`src/rtl/mulx_pkg.sv`:
```
package mulx_pkg;

   // signedness code carried in the two low mode bits
   typedef enum logic [1:0] {
      SGN_UU  = 2'b00,
      SGN_SS  = 2'b01,
      SGN_SU  = 2'b10,
      SGN_ALT = 2'b11
   } mulx_sign_e;

   typedef struct packed {
      logic       frac;
      mulx_sign_e sgn;
   } mulx_mode_t;

   function automatic logic first_is_signed(input mulx_sign_e s);
      return (s == SGN_SS) || (s == SGN_SU);
   endfunction

   function automatic logic second_is_signed(input mulx_sign_e s);
      return (s == SGN_SS);
   endfunction

endpackage

```
`src/rtl/mulx_opstage.sv`:
```
// First pipeline stage: captures operands and widens them by one bit
// so the array can treat every mode as a signed product.
module mulx_opstage
   import mulx_pkg::*;
#(
   parameter int W = 8,
   localparam int XW = W + 1
)(
   input  logic          clk,
   input  logic          rst_n,
   input  logic          take,
   input  mulx_mode_t    mode_in,
   input  logic [W-1:0]  a_in,
   input  logic [W-1:0]  b_in,
   output logic          s1_valid,
   output logic          s1_frac,
   output logic [XW-1:0] a_ext,
   output logic [XW-1:0] b_ext
);

   logic ext_a, ext_b;

   always_comb begin
      ext_a = first_is_signed(mode_in.sgn)  & a_in[W-1];
      ext_b = second_is_signed(mode_in.sgn) & b_in[W-1];
   end

   always_ff @(posedge clk or negedge rst_n) begin
      if (!rst_n) begin
         s1_valid <= 1'b0;
         s1_frac  <= 1'b0;
         a_ext    <= '0;
         b_ext    <= '0;
      end else begin
         s1_valid <= take;
         if (take) begin
            s1_frac <= mode_in.frac;
            a_ext   <= {ext_a, a_in};
            b_ext   <= {ext_b, b_in};
         end
      end
   end

endmodule

```
`src/rtl/mulx_array.sv`:
```
// Signed (W+1)x(W+1) partial-product array; the top row carries
// negative weight, the rest are summed.
module mulx_array #(
   parameter int W = 8,
   localparam int XW = W + 1,
   localparam int PW = 2 * XW,
   localparam int RW = 2 * W
)(
   input  logic [XW-1:0] a_ext,
   input  logic [XW-1:0] b_ext,
   output logic [RW-1:0] raw
);

   logic [PW-1:0] a_wide;
   logic [PW-1:0] rows [XW];
   logic [PW-1:0] total;

   assign a_wide = {{(PW-XW){a_ext[XW-1]}}, a_ext};

   for (genvar i = 0; i < XW; i++) begin : g_row
      assign rows[i] = b_ext[i] ? (a_wide << i) : '0;
   end

   always_comb begin
      total = '0;
      for (int i = 0; i < XW - 1; i++) begin
         total = total + rows[i];
      end
      total = total - rows[XW-1];
   end

   assign raw = total[RW-1:0];

endmodule

```
`src/rtl/mulx_post.sv`:
```
// Second stage: optional one-bit left shift, flag derivation, output
// registers and the completion pulse.
module mulx_post #(
   parameter int W = 8,
   localparam int RW = 2 * W
)(
   input  logic          clk,
   input  logic          rst_n,
   input  logic          s1_valid,
   input  logic          s1_frac,
   input  logic [RW-1:0] raw,
   output logic          done,
   output logic [RW-1:0] result,
   output logic          z_out,
   output logic          c_out
);

   logic [RW-1:0] shaped;

   always_comb begin
      shaped = s1_frac ? {raw[RW-2:0], 1'b0} : raw;
   end

   always_ff @(posedge clk or negedge rst_n) begin
      if (!rst_n) begin
         done   <= 1'b0;
         result <= '0;
         z_out  <= 1'b0;
         c_out  <= 1'b0;
      end else begin
         done <= s1_valid;
         if (s1_valid) begin
            result <= shaped;
            z_out  <= (shaped == '0);
            c_out  <= raw[RW-1];
         end
      end
   end

endmodule

```
`src/rtl/mulx_unit.sv`:
```
module mulx_unit
   import mulx_pkg::*;
#(
   parameter int W = 8,
   localparam int XW = W + 1,
   localparam int RW = 2 * W
)(
   input  logic          clk,
   input  logic          rst_n,
   input  logic          start,
   input  logic [2:0]    mode,
   input  logic [W-1:0]  opa,
   input  logic [W-1:0]  opb,
   output logic          done,
   output logic [RW-1:0] product,
   output logic          zero_flag,
   output logic          carry_flag
);

   if (W < 2) begin : g_bad_width
      $error("mulx_unit: W must be at least 2");
   end

   logic          take;
   logic          s1_valid;
   logic          s1_frac;
   logic [XW-1:0] a_ext;
   logic [XW-1:0] b_ext;
   logic [RW-1:0] raw;
   mulx_mode_t    mode_s;

   assign mode_s = mulx_mode_t'(mode);
   // stage one occupied means the request is dropped
   assign take   = start & ~s1_valid;

   mulx_opstage #(.W(W)) u_op (
      .clk      (clk),
      .rst_n    (rst_n),
      .take     (take),
      .mode_in  (mode_s),
      .a_in     (opa),
      .b_in     (opb),
      .s1_valid (s1_valid),
      .s1_frac  (s1_frac),
      .a_ext    (a_ext),
      .b_ext    (b_ext)
   );

   mulx_array #(.W(W)) u_arr (
      .a_ext (a_ext),
      .b_ext (b_ext),
      .raw   (raw)
   );

   mulx_post #(.W(W)) u_post (
      .clk      (clk),
      .rst_n    (rst_n),
      .s1_valid (s1_valid),
      .s1_frac  (s1_frac),
      .raw      (raw),
      .done     (done),
      .result   (product),
      .z_out    (zero_flag),
      .c_out    (carry_flag)
   );

endmodule

```
`config.mk`:
```
export PLATFORM = sky130hd
export DESIGN_NAME = mulx_unit
export DESIGN_NICKNAME = d
export VERILOG_FILES = /design/src/rtl/mulx_pkg.sv /design/src/rtl/mulx_opstage.sv /design/src/rtl/mulx_array.sv /design/src/rtl/mulx_post.sv /design/src/rtl/mulx_unit.sv
export SDC_FILE = /design/constraint.sdc
export NUM_CORES = 1
export LEC_CHECK = 0
export BUFFER_PORTS_ARGS = -buffer_cell sky130_fd_sc_hd__buf_2
export CAP_MARGIN = 10
export CORE_UTILIZATION = 62
export DETAILED_ROUTE_END_ITERATION = 8
export HOLD_SLACK_MARGIN = 0.05
export PLACE_DENSITY_LB_ADDON = 0.05
export SETUP_SLACK_MARGIN = 0.15
export SLEW_MARGIN = 20
export SYNTH_ARGS = -nofsm -noshare
export SYNTH_HDL_FRONTEND = slang
export SYNTH_SLANG_ARGS = --single-unit
```
`constraint.sdc`:
```
create_clock -name clk -period 5.54 [get_ports clk]
set_clock_uncertainty 0.05 [all_clocks]
set_input_delay 1.108 -clock clk [delete_from_list [all_inputs] [get_ports clk]]
set_output_delay 1.108 -clock clk [all_outputs]
set_load 0.1 [all_outputs]
```
# Word-level counts from Yosys, hierarchy flattened
# Index checks and enable logic that the tools add are counted.
# Widths: inputs -> output; s select.
[op_classes]
add_sub_neg = 8
mul = 0
div_mod_pow = 0
order_cmp = 0
eq_ne = 2
shift = 0
muxes = 10
n_bitwise = 4
reduce_logical = 2
[ops]
columns = ["op", "count"]
rows = [
  ["$mux 16", 10],
  ["$add 16x16->16", 7],
  ["$logic_not 16->1", 1],
  ["$sub 16x16->16", 1],
  ["$and 1x1->1", 3],
  ["$eq 2x1->1 const B", 1],
  ["$eq 2x2->1 const B", 1],
  ["$logic_or 1x1->1", 1],
  ["$not 1->1", 1],
]
[totals]
ff_bits = 39
latch_bits = 0
mem_bits_rw = 0
mem_bits_ro = 0
output_inout_bits = 19
memories = 0

# Logic depth before layout (Yosys ltp)
# Gate-level depths: netlist of run 1.
[logic_depth]
word_depth = 11
depth_mapped = 20
ltp_nobuf = 18

# By module
# Synthesis of run 1 repeated with hierarchy kept, for this count alone.
[hier_totals]
hier_cells = 458
area_unflattened_um2 = 4475.5
[modules_own_cells]
columns = ["module", "instances", "cells_each", "area_per_inst_um2"]
rows = [
  ["mulx_array", 1, 325, 2742.6],
  ["mulx_post", 1, 84, 907.1],
  ["mulx_opstage", 1, 48, 812.0],
  ["mulx_unit", 1, 1, 13.8],
]

# Worst setup path after synthesis of run 1
# OpenSTA, ideal clock, no wires.
[synth_path]
path_type = "flip-flop to flip-flop"
from = "register u_op.b_ext[3]"
to = "register u_post.z_out"
t_arrival_ps = 4446
required_ps = 5366
setup_slack_ps = 920
stages_incl_launch_ff = 17
n_path_buf = 1
period_less_slack_ps = 4620
path_cell_list = "dfrtp_1 clkbuf_1 nand2_1 fa_1 inv_1 fa_1 fa_1 inv_1 fa_1 inv_1 ha_1 or4_4 o2111ai_1 and4_2 nor3_1 a32oi_1 nor2_1"
[synth_via]
elab_chain_cells = 9
[synth_lines]
columns = ["element", "line", "rtl"]
rows = [
  ["from (decl)", "mulx_opstage.sv:18", "output logic [XW-1:0] b_ext"],
  ["from (signal assigned)", "mulx_opstage.sv:39", "b_ext <= {ext_b, b_in};"],
  ["$mux 16", "mulx_array.sv:21", "assign rows[i] = b_ext[i] ? (a_wide << i) : '0;"],
  ["$add 16x16->16 (5 in series)", "mulx_array.sv:27", "total = total + rows[i];"],
  ["$sub 16x16->16", "mulx_array.sv:29", "total = total - rows[XW-1];"],
  ["$mux 16", "mulx_post.sv:21", "shaped = s1_frac ? {raw[RW-2:0], 1'b0} : raw;"],
  ["$logic_not 16->1", "mulx_post.sv:34", "z_out <= (shaped == '0);"],
  ["to (signal assigned)", "mulx_post.sv:34", ""],
  ["to (decl)", "mulx_post.sv:14", "output logic z_out,"],
]
# Every way passes these cells.
# A chain may end at the register's enable or synchronous reset.

# Worst setup path in the final report of run 1
[layout_path]
from = "register u_op.a_ext[6]"
to = "register u_post.result[14]"
[layout_via]
elab_chain_cells = 10
elab_cells_between_ends = 18
[layout_lines]
columns = ["element", "line", "rtl"]
rows = [
  ["from (decl)", "mulx_opstage.sv:17", "output logic [XW-1:0] a_ext,"],
  ["from (signal assigned)", "mulx_opstage.sv:38", "a_ext <= {ext_a, a_in};"],
  ["$mux 16", "mulx_array.sv:21", ""],
  ["$add 16x16->16 (7 in series)", "mulx_array.sv:27", ""],
  ["$sub 16x16->16 *", "mulx_array.sv:29", ""],
  ["$mux 16 *", "mulx_post.sv:21", ""],
  ["to (signal assigned)", "mulx_post.sv:33", "result <= shaped;"],
  ["to (decl)", "mulx_post.sv:13", "output logic [RW-1:0] result,"],
]
# Every way passes the cells marked *; elsewhere a longest branch is shown, timed or not.

==> key figures, run 1 <==
Clock tree
  • TritonCTS clock tree: done
  • H-tree depth: 2
  • CTS Root Cell: clkbuf_8
  • Max clock buf depth: 2
  • Clk sink count: 39
  • TritonCTS buffer count: 5
  • Clock Pin Slew Worst Setup and Hold Paths: 80 ps
  • Clk_lat worst skew: 310 ps
  • CTS Hold Bufs: 0

Global route
  • Global-route wire length before repair: 16.4 mm
  • Total GRT Usage: 0.283
  • Met2 GRT Util: 0.505
  • Pin count of the biggest net entering global routing: 40
  • Overflow after GRT: 0
  • Routing usage on met1: 0.347
  • Vias in the first global route: 3,539
  • Most Crowded Layer GR: met2
  • Met3 Use GR: 0.0471
  • Initial antenna violation count: 0

Finish
  • Share of layout cells above drive strength 1: 0.164
  • N_diodes: 0
  • Area grow syn2layout: 7.08%
  • Fin cells: 602
  • Nets: 618
  • Filler cells: 612

Critical path
  • Critical Path End Type: flip-flop
  • CP startpoint kind: flip-flop
  • Kind of critical path: reg -> reg
  • Setup crit start: u_op.a_ext[6]$_DFFE_PN0P_
  • RR Startpoint: u_op.a_ext[6]$_DFFE_PN0P_
  • Number of cells on the worst reg-to-reg path: 15
  • Setup crit end: u_post.result[14]$_DFFE_PN0P_
  • Worst EP arrival: 5130 ps
  • R2r endpoint: u_post.result[14]$_DFFE_PN0P_
  • Required time of the critical path: 5670 ps
  • Flop-to-flop setup slack: 540 ps
  • Crit path max fanout: 10

Synth
  • Yosys top cell area share: 0.277
  • Yosys warnings: 0
  • Ys async rst share: 1.00
  • Sequential area share after synthesis: 0.214
  • Mapped Nets: 597
  • Avg Inst Size Synth: 9.42 sq um
  • Ranking of synthesized cells by area: fa_1 28%, dfrtp_1 21%, ha_1 7.7%
  • Post-synthesis cell type with the largest combined area: fa_1
  • #FFs+latches synth: 39
  • Top_reg_cell synth: dfrtp_1
  • Synthesized area: 0.00456 sq mm
  • Number of flops mapped to enable cells by yosys: 0
  • Cell count after synthesis: 484
  • Number of unique standard cell types used by synthesis: 55

Detailed routing
  • Routed WL per cell: 15.8 um
  • Vias: 3,366
  • Iter 0 DRT Violations: 142
  • DRC viols: 0
  • Final WL: 9.51 mm
  • Vias/cell: 5.59
  • Pre-antenna DRT Iters: 4
  • Detail Route Antenna Nets: 0

Timing
  • TNS Setup: 0 ps
  • Hold violation total from the final report: 0
  • Final Slew Violations: 0
  • F_max: 200 MHz
  • Slew margin rel.: 0.381
  • Setup violators final: 0
  • Crit share post-route: 0.903
  • RSZ-0062 raised after global routing: false
  • Tmin final: 5000 ps
  • Worst slew pin tran: 928 ps

Die
  • Die area: 0.00770 sq mm
  • I/O pin count: 41
  • Die H: 87.8 um
  • Num rows: 30
  • CORE AREA: 0.00694 sq mm
  • Starting Density: 0.657
  • Die Wd: 87.8 um

Run
  • Max-cap violations: 0

Hold path
  • Hold Path Class: reg -> reg

Placement
  • Inst Count DP: 594
  • GPL Wtd Cong: 0.851
  • IO buf count: 40
  • HPWL after detailed placement: 7.40 mm

Run status
  • Status: completed
-- worst min path at each step --
stage                                 start                           end  slack [ps]  cells past startpoint
5_1_grt            u_post.c_out$_DFFE_PN0P_      u_post.c_out$_DFFE_PN0P_         470                      1
4_1_cts        u_post.result[9]$_DFFE_PN0P_  u_post.result[9]$_DFFE_PN0P_         460                      1
3_3_place_gp   u_post.result[9]$_DFFE_PN0P_  u_post.result[9]$_DFFE_PN0P_         440                      1
6_report           u_post.c_out$_DFFE_PN0P_      u_post.c_out$_DFFE_PN0P_         460                      1
3_5_place_dp   u_post.result[9]$_DFFE_PN0P_  u_post.result[9]$_DFFE_PN0P_         440                      1
2_1_floorplan       u_op.s1_valid$_DFF_PN0_         u_post.done$_DFF_PN0_         380                      0
-- flip-flops by register name, indices dropped and copies added (netlist names) --
signal,flops
u_op.a_ext,9
u_op.b_ext,9
u_op.s1_frac,1
u_op.s1_valid,1
u_post.c_out,1
u_post.done,1
u_post.result,16
u_post.z_out,1
-- kinds of logic after synthesis --
kind of cell    count (synthesis)  synth area share
xor+xnor                       17            0.0326
flops                          39             0.214
compound gates                 62            0.0977
fa+ha+maj                      91             0.353
simple gates                  142             0.152
buf+inv                       111            0.0968
mux                            22            0.0535
-- repair_timing --
| action | CTS | global route |
|---|---|---|
| endpoints found under the setup margin | 0 | 1 |
| gates resized for setup | 0 | 2 |
| buffers inserted | 0 | 0 |
-- cells in the final DEF, fill, tap and decap left out, types with 9 or more instances in the layout --
| cell | count |
|---|---|
| fa_1 | 63 |
| dfrtp_1 | 38 |
| and2_1 | 34 |
| inv_1 | 82 |
| mux2_2 | 19 |
| a21oi_1 | 14 |
| nand2_1 | 58 |
| o21ai_0 | 9 |
| nor2_1 | 25 |
| buf_2 | 40 |
| xnor2_1 | 14 |
| ha_1 | 28 |
-- through the flow --
| stage | area (sq um) | util | setup WS, ps | hold slack, ps |
|---|---|---|---|---|
| after global placement | 4770 | 0.687 | 510 | 436 |
| after global routing | 4880 | 0.703 | 174 | 474 |
| after detailed placement | 4770 | 0.687 | 449 | 444 |
| after CTS | 4880 | 0.703 | 428 | 463 |
| final | 4880 | 0.703 | 536 | 456 |
| after floorplan | 4560 | - | 920 | 379 |
-- synthesized netlist by cell type (all sizes together) (4+ instances only) --
| cell | instances |
|---|---|
| a2111oi | 4 |
| a211oi | 4 |
| a21oi | 14 |
| a31oi | 6 |
| and2 | 34 |
| buf | 7 |
| clkbuf | 21 |
| dfrtp | 39 |
| fa | 63 |
| ha | 28 |
| inv | 82 |
| mux2 | 19 |
| nand2 | 58 |
| nand3 | 4 |
| nor2 | 25 |
| nor3 | 6 |
| o21ai | 11 |
| xnor2 | 14 |
-- critical path, cell delays in order, from the launching register on --
cell,delay (ps)
dfrtp_1,550
nand2_1,140
fa_1,560
inv_1,60
fa_1,540
fa_1,560
inv_1,60
fa_1,520
inv_1,40
ha_1,430
nor3_1,100
o21bai_1,270
o2111ai_1,220
and4_2,280
a2111oi_1,420
nor2_1,80
-- cell type report --
| cell class | count | area [sq um] | area share |
|---|---|---|---|
| clock buffers | 5 | 68.8 | 0.0141 |
| clock inverters | 3 | 43.8 | 0.00897 |
| inverters | 83 | 312 | 0.0638 |
| multi-input cells | 334 | 3150 | 0.644 |
| flip-flops and latches | 39 | 977 | 0.200 |
| well taps | 96 | 120 | 0.0246 |
| repair buffers | 42 | 215 | 0.0441 |
-- metal layers --
layer | routed length, um | up-vias
met2 | 4850 | 74
li1 | - | 1587
met5 | 0 | -
met3 | 324 | 19
met1 | 4110 | 1686
met4 | 226 | 0
Power of run 1 is not shown: default switching activity piles up to over one toggle a cycle in this logic, so the estimate is an artifact.
==> run 2: changes to the inputs <==
--- a/config.mk
+++ b/config.mk
@@ -11,6 +11,7 @@
 export DETAILED_ROUTE_END_ITERATION = 8
 export HOLD_SLACK_MARGIN = 0.05
 export PLACE_DENSITY_LB_ADDON = 0.05
+export REMOVE_ABC_BUFFERS = 1
 export SETUP_SLACK_MARGIN = 0.15
 export SLEW_MARGIN = 20
 export SYNTH_ARGS = -nofsm -noshare
==> key figures, run 2 (synthesized netlist as in run 1, its figures left out) <==
Finish
  • N_diodes: 0 (unchanged)
  • Most frequent cells in the layout: 82 x inv_1, 63 x fa_1, 58 x nand2_1
  • Most common cell after layout, fill and taps aside: inv_1
  • Nets: 617 (-0.16%)
  • Largest Register: u_post.result
  • Area grow syn2layout: 6.39%
  • Share of layout cells above drive strength 1: 0.160 (-0.00364)
  • Fin cells: 601 (-0.17%)
  • Largest register FFs: 16 (unchanged)
  • Largest registers: u_post.result x16, u_op.a_ext x9, u_op.b_ext x9
  • Filler cells: 575 (-6.0%)

Critical path
  • Crit path max fanout: 8 (-2)
  • Kind of critical path: reg -> reg
  • Worst EP arrival: 5100 ps (-30 ps)
  • RR Startpoint: u_op.a_ext[8]$_DFFE_PN0P_
  • R2r endpoint: u_post.result[14]$_DFFE_PN0P_
  • Flop-to-flop setup slack: 560 ps (+20 ps)
  • Critical Path End Type: flip-flop
  • Number of cells on the worst reg-to-reg path: 15 (unchanged)
  • Required time of the critical path: 5660 ps (about the same)
  • CP startpoint kind: flip-flop

Clock tree
  • Clk sink count: 39 (unchanged)
  • CTS Root Cell: clkbuf_8
  • Max clock buf depth: 2 (unchanged)
  • Setup Fix Bufs, Post-CTS: 0 (unchanged)
  • TritonCTS clock tree: done
  • H-tree depth: 2 (unchanged)
  • Clock Pin Slew Worst Setup and Hold Paths: 90 ps (about the same)
  • # resized after CTS: 0 (unchanged)
  • TritonCTS buffer count: 5 (unchanged)
  • Clk_lat worst skew: 320 ps (about the same)
  • CTS Hold Bufs: 0 (unchanged)

Timing
  • Hold violation total from the final report: 0 (unchanged)
  • Slew margin rel.: 0.378 (-0.00348)
  • Crit share post-route: 0.899 (-0.00380)
  • F_max: 201 MHz (+0.42%)
  • RSZ-0062 raised after global routing: false
  • Fin worst setup slack: 557 ps (+21.1 ps)
  • Tmin final: 4980 ps (-21.1 ps)
  • TNS Setup: 0 ps (unchanged)
  • Worst slew pin tran: 933 ps (+5.21 ps)
  • Setup violators final: 0 (unchanged)
  • Final Slew Violations: 0 (unchanged)
  • WHS: 464 ps (+7.64 ps)

Placement
  • IO buf count: 40 (unchanged)
  • HPWL after detailed placement: 7.66 mm (+3.5%)
  • Pre-CTS WS: 477 ps (+28.3 ps)
  • Inst Count DP: 593 (-0.17%)
  • GPL Wtd Cong: 0.862 (+1.4%)

Die
  • CORE AREA: 0.00694 sq mm (unchanged)
  • Starting Density: 0.657 (unchanged)
  • I/O pin count: 41 (unchanged)
  • Die Wd: 87.8 um (unchanged)
  • Num rows: 30 (unchanged)
  • Die area: 0.00770 sq mm (unchanged)
  • Die H: 87.8 um (unchanged)

Hold path
  • Critical hold path startpoint: u_post.result[9]$_DFFE_PN0P_
  • Hold Path Class: reg -> reg
  • Endpoint, Worst Hold: u_post.result[9]$_DFFE_PN0P_
  • Hold path cells: 1 (unchanged)

Detailed routing
  • Routed WL per cell: 16.2 um (+2.7%)
  • Final WL: 9.75 mm (+2.5%)
  • Pre-antenna DRT Iters: 4 (unchanged)
  • Vias: 3,388 (+0.65%)
  • Detail Route Antenna Nets: 0 (unchanged)
  • Vias/cell: 5.64 (+0.82%)
  • Iter 0 DRT Violations: 155 (+9.2%)
  • DRC viols: 0 (unchanged)

Run status
  • Status: completed

Run
  • Max-cap violations: 0 (unchanged)

Global route
  • Pin count of the biggest net entering global routing: 40 (unchanged)
  • Overflow after GRT: 0 (unchanged)
  • Total GRT Usage: 0.291 (+0.00802)
  • Global-route wire length before repair: 16.9 mm (+3.1%)
  • Vias in the first global route: 3,608 (+1.9%)
  • Initial antenna violation count: 0 (unchanged)
## run 2: worst max-delay path, stage by stage (launching register included)
cell       delay, ps
dfrtp_1          530
nand2_1          200
fa_1             550
inv_1            200
fa_1             470
fa_1             570
inv_1             50
fa_1             490
inv_1             50
ha_1             340
o21ai_0          110
o21bai_1         250
o2111ai_1        210
and4_2           270
a2111oi_0        410
nor2_1            80
## run 2: area by class of cell
class	instances	area [sq um]	area share
multi-input cells	334	3150	0.649
flip-flops and latches	39	977	0.201
inverters	83	312	0.0642
repair buffers	41	208	0.0428
well taps	96	120	0.0248
clock buffers	6	72.6	0.0150
clock inverters	2	12.5	0.00258
## run 2: worst max path at each step
| stage | start | to | slack (ps) | cells past startpoint |
|---|---|---|---|---|
| 2_1_floorplan | u_op.b_ext[5]$_DFFE_PN0P_ | u_post.z_out$_DFFE_PN0P_ | 1010 | 15 |
| 3_3_place_gp | u_op.b_ext[0]$_DFFE_PN0P_ | u_post.result[14]$_DFFE_PN0P_ | 600 | 15 |
| 3_5_place_dp | u_op.b_ext[0]$_DFFE_PN0P_ | u_post.result[14]$_DFFE_PN0P_ | 480 | 15 |
| 4_1_cts | u_op.b_ext[0]$_DFFE_PN0P_ | u_post.result[14]$_DFFE_PN0P_ | 420 | 15 |
| 5_1_grt | u_op.a_ext[8]$_DFFE_PN0P_ | u_post.result[15]$_DFFE_PN0P_ | 150 | 16 |
| 6_report | u_op.a_ext[8]$_DFFE_PN0P_ | u_post.result[14]$_DFFE_PN0P_ | 560 | 15 |
## run 2: layer usage
metal | routed length [um] | vias up | global-route usage
li1 | - | 1579 | -
met1 | 4120 | 1694 | 0.370
met2 | 4900 | 89 | 0.505
met3 | 420 | 26 | 0.0377
met4 | 316 | 0 | 0.116
met5 | 0 | - | 0
## run 2: per-stage QoR
step	util	cell area, sq um
after detailed placement	0.686	4760
after global placement	0.686	4760
after CTS	0.698	4850
after global routing	0.699	4850
final	0.699	4850
after floorplan	-	4430
Power of run 2 is left out for the same reason.
